## config.mk

```make
export PLATFORM = sky130hd
export DESIGN_NAME = slice_timer
export DESIGN_NICKNAME = d
export VERILOG_FILES = /design/src/rtl/slt_pkg.sv /design/src/rtl/slt_regs.sv /design/src/rtl/slt_counter.sv /design/src/rtl/slt_status.sv /design/src/rtl/slice_timer.sv
export SDC_FILE = /design/constraint.sdc
export NUM_CORES = 1
export LEC_CHECK = 0
export BUFFER_PORTS_ARGS = -buffer_cell sky130_fd_sc_hd__clkbuf_2
export CORE_MARGIN = 1.5
export CORE_UTILIZATION = 57
export CTS_CLUSTER_SIZE = 25
export DETAILED_ROUTE_END_ITERATION = 7
export PLACE_DENSITY = 0.83
export SYNTH_ARGS = -nofsm -noshare
export SYNTH_HDL_FRONTEND = slang
export SYNTH_SLANG_ARGS = --single-unit
```

## constraint.sdc

```tcl
create_clock -name clk -period 2.8 [get_ports clk]
set_input_delay 0.42 -clock clk [delete_from_list [all_inputs] [get_ports clk]]
set_output_delay 0.42 -clock clk [all_outputs]
set_load 0.01 [all_outputs]
```

## src/rtl/slt_pkg.sv

```systemverilog
package slt_pkg;
  localparam int unsigned SLT_DW = 32;
  localparam int unsigned SLT_AW = 2;

  typedef logic [SLT_DW-1:0] slt_word_t;

  localparam logic [SLT_AW-1:0] A_RELOAD = 2'd0;
  localparam logic [SLT_AW-1:0] A_CTRL   = 2'd1;
  localparam logic [SLT_AW-1:0] A_COUNT  = 2'd2;
  localparam logic [SLT_AW-1:0] A_STAT   = 2'd3;

  localparam int unsigned B_TEN  = 24;
  localparam int unsigned B_IEN  = 25;
  localparam int unsigned B_RUN  = 26;
  localparam int unsigned B_FLAG = 24;

  // Next counter value; priority: enable-load, frozen, expiry, parked, step.
  function automatic slt_word_t slt_next_count(
    input slt_word_t cur, input slt_word_t reload,
    input logic ten, input logic load, input logic run, input logic ack);
    if (load)                     return reload;
    if (!ten)                     return cur;
    if (cur == slt_word_t'(1))    return run ? reload : '0;
    if (cur == '0)                return ack ? reload : cur;
    return cur - slt_word_t'(1);
  endfunction
endpackage

```

## src/rtl/slt_regs.sv

```systemverilog
module slt_regs
  import slt_pkg::*;
(
  input  logic              clk,
  input  logic              rst_n,
  input  logic              bus_sel,
  input  logic              bus_wr,
  input  logic [SLT_AW-1:0] bus_addr,
  input  slt_word_t         bus_wdata,
  input  slt_word_t         cnt,
  input  logic              flag,
  output slt_word_t         bus_rdata,
  output slt_word_t         reload,
  output logic              ten,
  output logic              ien,
  output logic              run,
  output logic              load,
  output logic              ack
);
  logic wr_reload, wr_ctrl;

  assign wr_reload = bus_sel && bus_wr && (bus_addr == A_RELOAD);
  assign wr_ctrl   = bus_sel && bus_wr && (bus_addr == A_CTRL);
  assign ack       = bus_sel && bus_wr && (bus_addr == A_STAT) && bus_wdata[B_FLAG];
  assign load      = wr_ctrl && bus_wdata[B_TEN] && !ten;

  always_ff @(posedge clk or negedge rst_n) begin
    if (!rst_n) begin
      reload <= '0;
      ten    <= 1'b0;
      ien    <= 1'b0;
      run    <= 1'b0;
    end else begin
      if (wr_reload) reload <= bus_wdata;
      if (wr_ctrl) begin
        ten <= bus_wdata[B_TEN];
        ien <= bus_wdata[B_IEN];
        run <= bus_wdata[B_RUN];
      end
    end
  end

  always_comb begin
    bus_rdata = '0;
    unique case (bus_addr)
      A_RELOAD: bus_rdata = reload;
      A_CTRL: begin
        bus_rdata[B_TEN] = ten;
        bus_rdata[B_IEN] = ien;
        bus_rdata[B_RUN] = run;
      end
      A_COUNT:  bus_rdata = cnt;
      default:  bus_rdata[B_FLAG] = flag;
    endcase
  end

  a_r3_load_only_from_idle: assert property (@(posedge clk) disable iff (!rst_n)
    load |=> ten);
endmodule

```

## src/rtl/slt_counter.sv

```systemverilog
module slt_counter
  import slt_pkg::*;
(
  input  logic      clk,
  input  logic      rst_n,
  input  slt_word_t reload,
  input  logic      ten,
  input  logic      run,
  input  logic      load,
  input  logic      ack,
  output slt_word_t cnt,
  output logic      expire
);
  slt_word_t cnt_nx;

  assign expire = ten && (cnt == slt_word_t'(1));
  assign cnt_nx = slt_next_count(cnt, reload, ten, load, run, ack);

  always_ff @(posedge clk or negedge rst_n) begin
    if (!rst_n) cnt <= '0;
    else        cnt <= cnt_nx;
  end

  a_r3_step_down: assert property (@(posedge clk) disable iff (!rst_n)
    (ten && !load && cnt > slt_word_t'(1)) |=> (cnt == $past(cnt) - slt_word_t'(1)));
  a_r5_parked_at_zero: assert property (@(posedge clk) disable iff (!rst_n)
    (ten && cnt == '0 && !ack) |=> (cnt == '0));
  a_r6_periodic_reload: assert property (@(posedge clk) disable iff (!rst_n)
    (expire && run) |=> (cnt == $past(reload)));
  a_r9_frozen: assert property (@(posedge clk) disable iff (!rst_n)
    (!ten && !load) |=> $stable(cnt));
endmodule

```

## src/rtl/slt_status.sv

```systemverilog
module slt_status (
  input  logic clk,
  input  logic rst_n,
  input  logic expire,
  input  logic ack,
  input  logic ien,
  output logic flag,
  output logic irq
);
  always_ff @(posedge clk or negedge rst_n) begin
    if (!rst_n)      flag <= 1'b0;
    else if (expire) flag <= 1'b1;
    else if (ack)    flag <= 1'b0;
  end

  assign irq = flag && ien;

  a_r10_set_beats_clear: assert property (@(posedge clk) disable iff (!rst_n)
    expire |=> flag);
  a_r7_w1c: assert property (@(posedge clk) disable iff (!rst_n)
    (ack && !expire) |=> !flag);
  a_r4_sets_only_on_expiry: assert property (@(posedge clk) disable iff (!rst_n)
    (!flag && !expire) |=> !flag);
endmodule

```

## src/rtl/slice_timer.sv

```systemverilog
module slice_timer
  import slt_pkg::*;
(
  input  logic              clk,
  input  logic              rst_n,
  input  logic              bus_sel,
  input  logic              bus_wr,
  input  logic [SLT_AW-1:0] bus_addr,
  input  logic [SLT_DW-1:0] bus_wdata,
  output logic [SLT_DW-1:0] bus_rdata,
  output logic              irq
);
  slt_word_t reload, cnt;
  logic ten, ien, run, load, ack, expire, flag;

  slt_regs u_regs (
    .clk(clk), .rst_n(rst_n), .bus_sel(bus_sel), .bus_wr(bus_wr),
    .bus_addr(bus_addr), .bus_wdata(bus_wdata), .cnt(cnt), .flag(flag),
    .bus_rdata(bus_rdata), .reload(reload), .ten(ten), .ien(ien),
    .run(run), .load(load), .ack(ack)
  );

  slt_counter u_counter (
    .clk(clk), .rst_n(rst_n), .reload(reload), .ten(ten), .run(run),
    .load(load), .ack(ack), .cnt(cnt), .expire(expire)
  );

  slt_status u_status (
    .clk(clk), .rst_n(rst_n), .expire(expire), .ack(ack), .ien(ien),
    .flag(flag), .irq(irq)
  );

  a_r8_irq_needs_enable: assert property (@(posedge clk) disable iff (!rst_n)
    $rose(irq) |-> (ien && flag));
endmodule

```

# --- After elaboration in Yosys (flattened, before gate mapping) ---
# Cells that the tools add are included.
op_classes:
  n_addsub: 1
  mul: 0
  n_div: 0
  magnitude_cmp: 0
  eq_ne: 5
  shifts: 0
  n_mux: 26
  bitwise: 0
  reduce_logical: 13
op_table:
  columns: ["cell", "count"]
  rows:
  - ["$mux W32", 10]
  - ["$pmux W24 S2", 1]
  - ["$eq A32 B1 Y1 const B", 1]
  - ["$logic_not A32 Y1", 1]
  - ["$sub A32 B1 Y32 const B", 1]
  - ["$mux W1", 12]
  - ["$pmux W5 S2", 1]
  - ["$logic_and A1 B1 Y1", 9]
  - ["$ne A6 B2 Y1 const B", 1]
  - ["$pmux W2 S3", 1]
  - ["$eq A2 B2 Y1 const B", 2]
  - ["$pmux W1 S3", 1]
  - ["$eq A2 B1 Y1 const B", 1]
  - ["$logic_not A2 Y1", 1]
  - ["$reduce_bool A2 Y1", 1]
  - ["$logic_not A1 Y1", 1]
word_totals:
  ff_bits: 68
  latchBits: 0
  mem_bits_rw: 0
  mem_bits_ro: 0
  output_inout_bits: 33
  mem_count: 0

# --- Logic depth before layout (Yosys ltp) ---
logic_depth:
  word_depth: 15
  mapped_depth: 9
  ltp_nobuf: 8

# --- By module ---
# A second synthesis with hierarchy kept.
unflattened:
  hier_cells: 420
  hier_area_um2: 4375.4
modules_own_cells:
  columns: ["module", "instances", "cells_per_inst", "area_each_um2"]
  rows:
  - ["slt_counter", 1, 264, 2312.2]
  - ["slt_regs", 1, 152, 2020.7]
  - ["slt_status", 1, 4, 42.5]

# --- Least setup slack after synthesis ---
# OpenSTA, ideal clock, no wires.
synth_path:
  path_kind: "flip-flop to flip-flop"
  start: "register u_counter.cnt[11]"
  end: "register u_counter.cnt[29]"
  setup_ns: 0.126
  arrival_ns: 2.344
  path_slack_ns: 0.330
  stages_incl_launch_ff: 7
  path_buffers: 0
  synth_period_minus_slack_ns: 2.470
  cell_sequence: "dfrtp_1 or3_4 or4_4 or4_1 nor3_1 o22ai_1 a221o_1"
synth_via:
  elab_chain_len: 9
  elab_cells_between_ends: 17
  classes_between: "add/sub: 1; eq/ne: 2; mux: 13; reduce/logical: 1"
synth_rtl:
  columns: ["element", "line_no", "text"]
  rows:
  - ["start: declaration", "slt_counter.sv:11", "output slt_word_t cnt,"]
  - ["start signal: assignment", "slt_counter.sv:21", "else cnt <= cnt_nx;"]
  - ["parallel branches: the longest is 9 deep, another holds $sub A32 B1 Y32", null, null]
# Several ways; the timed one is not identified. The select of a mux whose other input is x is not followed.
# A chain may end at the register's enable or synchronous reset.

# --- Final worst setup path ---
layout_path:
  start: "register u_counter.cnt[11]"
  end: "register u_counter.cnt[26]"
# Same word-level chain as after synthesis.

==> reports/metrics.cfg <==
[timing]
fin_crit_sh_pct = 95.9
skew_ns = 0.00660
worst_pin_slew_ns = 0.781
fin_ws_ns = 0.115
drv_slew = 0
finalHoldViolations = 0
rsz0062_at_grt = false
setup_viol = 0
max-slew-margin-rel_pct = 47.9
fmax_mhz = 373
layout_min_cycle_time_ns = 2.68
setup_tns_ns = 0

[clock_network]
cts_resized = 0
post_cts_buffers = 0
cts_tree = yes
clock_latency_ns = 0.34
htreeDepth = 3
cts.path.max_buffers = 2
cts.sinks = 68
cts_root_buf = clkbuf_8
holdBufCountCts = 0
cts_buffers = 9
clkTransAtPathRegs_ns = 0.07

[global_route]
grt-ovfl-total = 0
track_usage_pct = 30.3
grt_max_degree = 39
grt_first_pass_wirelength_um = 19900
first_global_vias = 4046
antenna_found_initial = 0

[route]
routed_wl_um = 11800
wl_met1_um = 4900
routed-wl-met2_um = 5670
routedWlPerCell_um = 18.8
initialDrtViolationCount = 420
routed_via_density = 6.52
ant_nets = 0
num_vias = 4068
wl_met3_um = 903
drc_errors = 0
dr.pass1.iters = 5
top_layer = met4

[synthesis]
synthArstFlopShare_pct = 100
synth_adder_area_share_pct = 0.867
synth_edf_count = 0
yosysMostFrequentCell = dfrtp_1
synth_top_family_by_area = compound AO/OA/AOI/OAI gates
synth_top_cell_area_share_pct = 39.3
syn_area_um2 = 4330
ys_warn_count = 0
synth_cell_type_count = 62
synth_flop_cell = dfrtp_1
ys_seq_area_share_pct = 39.3
synth_fp_nets = 491
synth_area_leaders = dfrtp_1 39%, mux2_2 9.1%, mux2i_1 7.6%, nor2_1 3.5%, nand2_1 3.3%
synthCells = 450
synth_compound_area_share_pct = 18.5
synth_common_cells = 68 x dfrtp_1, 40 x nor2_1, 38 x nand2_1
yosysTopAreaCell = dfrtp_1
synth-simple-area-share_pct = 17.9
synth_area_per_cell_um2 = 9.63
synth_seq_cells = 68
synthMuxAreaShare_pct = 17.2
synth_xor_area_share_pct = 2.02

[placement]
numPortBuffers = 70
dp_hpwl_um = 8140
routabilityCongestion = 0.947
post-place-ws_ns = 0.159

[layout]
drive_gt1_share_pct = 31.0
fillCellCount = 590
multi_input_area_um2 = 2460
ff_latch_area_um2 = 1700
finalNetCount = 562
antenna_cells = 0
syn_to_final_growth_pct = 16.7

[setup_path]
cp.arrival_ns = 2.91
crit_fanout = 13
path_buf_inv = 0
critPathCaptureType = register
crit_type = register to register
worst_path_dominant_cell_family = simple AND/OR/NAND/NOR gates
start_kind = register
slowest_stage = or4_4
worstPathRequired_ns = 3.03
crit_path_max_incr_delay_ns = 0.53
cp_cell_sequence = or3_4, or4_4, or3_1, o41ai_2, o22ai_1, a221o_1

[pwr]
vdd_drop_max_mv = 0.489
cellPowerDensity_nw_per_um2 = 793
p_leak_nw = 2.29

[floorplanning]
top_level_ports = 71
die_area_um2 = 8130
rows = 31
die_y_um = 90.2
initial_utilization_pct = 59.4
core_area_um2 = 7290
die_x_um = 90.2

[job]
drv_cap = 0

[worst_hold_path]
hold_class = input pin to asynchronous set/reset pin

[status]
outcome = completed

cell type report:
| class | count | share of cell area (%) |
|---|---|---|
| inverter | 7 | 0.520 |
| multi-input combinational | 341 | 48.6 |
| timing repair buffer | 94 | 10.7 |
| clock inverter | 1 | 0.594 |
| sequential | 68 | 33.7 |
| clock buffer | 14 | 3.42 |
| tap | 99 | 2.45 |
path summary, 6_finish.rpt:
check	from	endpoint	slack, ns	cells past startpoint
max in group asynchronous	rst_n	u_counter.cnt[12]	1.99	2
setup reg to reg	u_counter.cnt[11]	u_counter.cnt[26]	0.12	6
hold / removal	rst_n	u_regs.reload[21]	0.15	1
hold reg to reg	u_regs.reload[27]	u_counter.cnt[27]	0.52	1
min in group clk	bus_wdata[29]	u_regs.reload[29]	0.30	2
setup / recovery	u_counter.cnt[11]	u_counter.cnt[26]	0.12	6
per-layer routing:
| metal | track usage [%] | vias to the layer above |
|---|---|---|
| li1 | - | 1819 |
| met1 | 40.8 | 1999 |
| met2 | 49.1 | 218 |
| met3 | 4.65 | 32 |
| met4 | 11.8 | 0 |
| met5 | 0 | - |
kinds of logic after synthesis:
kind of cell,after synthesis
buffers and inverters,41
muxes,69
DFF,68
adders and majority gates,3
AOI/OAI and AO/OA,104
and+or+nand+nor,155
xor gates and xnor gates,10
report_power, final:
group	switching (W)	internal (W)	leakage, nW	total, W
clock	0.000358	0.000481	0.103	0.000839
combinational	0.000801	0.000720	1.35	0.00152
sequential	0.000397	0.00125	0.834	0.00165
total	0.00156	0.00245	2.29	0.00401
per-stage QoR:
| step | cell area, um^2 | total power (W) | util [%] | std cells | hold slack [ns] |
|---|---|---|---|---|---|
| after global placement | 4850 | 0.00307 | 66.5 | 609 | 0.498 |
| after detailed placement | 4850 | 0.00315 | 66.5 | 609 | 0.515 |
| after floorplan | 4330 | 0.00266 | - | 450 | 0.124 |
| after CTS | 5050 | 0.00399 | 69.3 | 624 | 0.173 |
| after global routing | 5050 | 0.00426 | 69.3 | 624 | 0.205 |
| final | 5050 | 0.00401 | 69.3 | 624 | 0.150 |
layout by cell type, fill, tap and decap left out, types with 3 or more instances in the layout:
cell type  synthesis  routed
a211o_1            4       4
a211oi_1           7       7
a21oi_1           15      15
a221o_1            7       7
a22oi_1            7       7
buf_4              2      23
clkbuf_2           0      69
clkbuf_8           0      12
dfrtp_1           68      68
ha_1               3       3
inv_1              7       7
mux2_2            35      35
mux2i_1           33      33
nand2_1           38      38
nand3_1           11      11
nor2_1            40      40
nor3_1            23      22
nor4_1             8       8
o211ai_1           3       3
o21ai_0            7       7
o22ai_1           19      19
o2bb2ai_1         10      10
o31ai_1            3       3
or2_2              4       4
or3_1              9       9
xor2_1             8       8
registers in the layout, indices dropped and copies added, names as in the netlist:
register / cells
u_regs.ien: 1
u_status.flag: 1
u_counter.cnt: 32
u_regs.ten: 1
u_regs.run: 1
u_regs.reload: 32
Note: power is estimated with default switching activity, not from simulation.
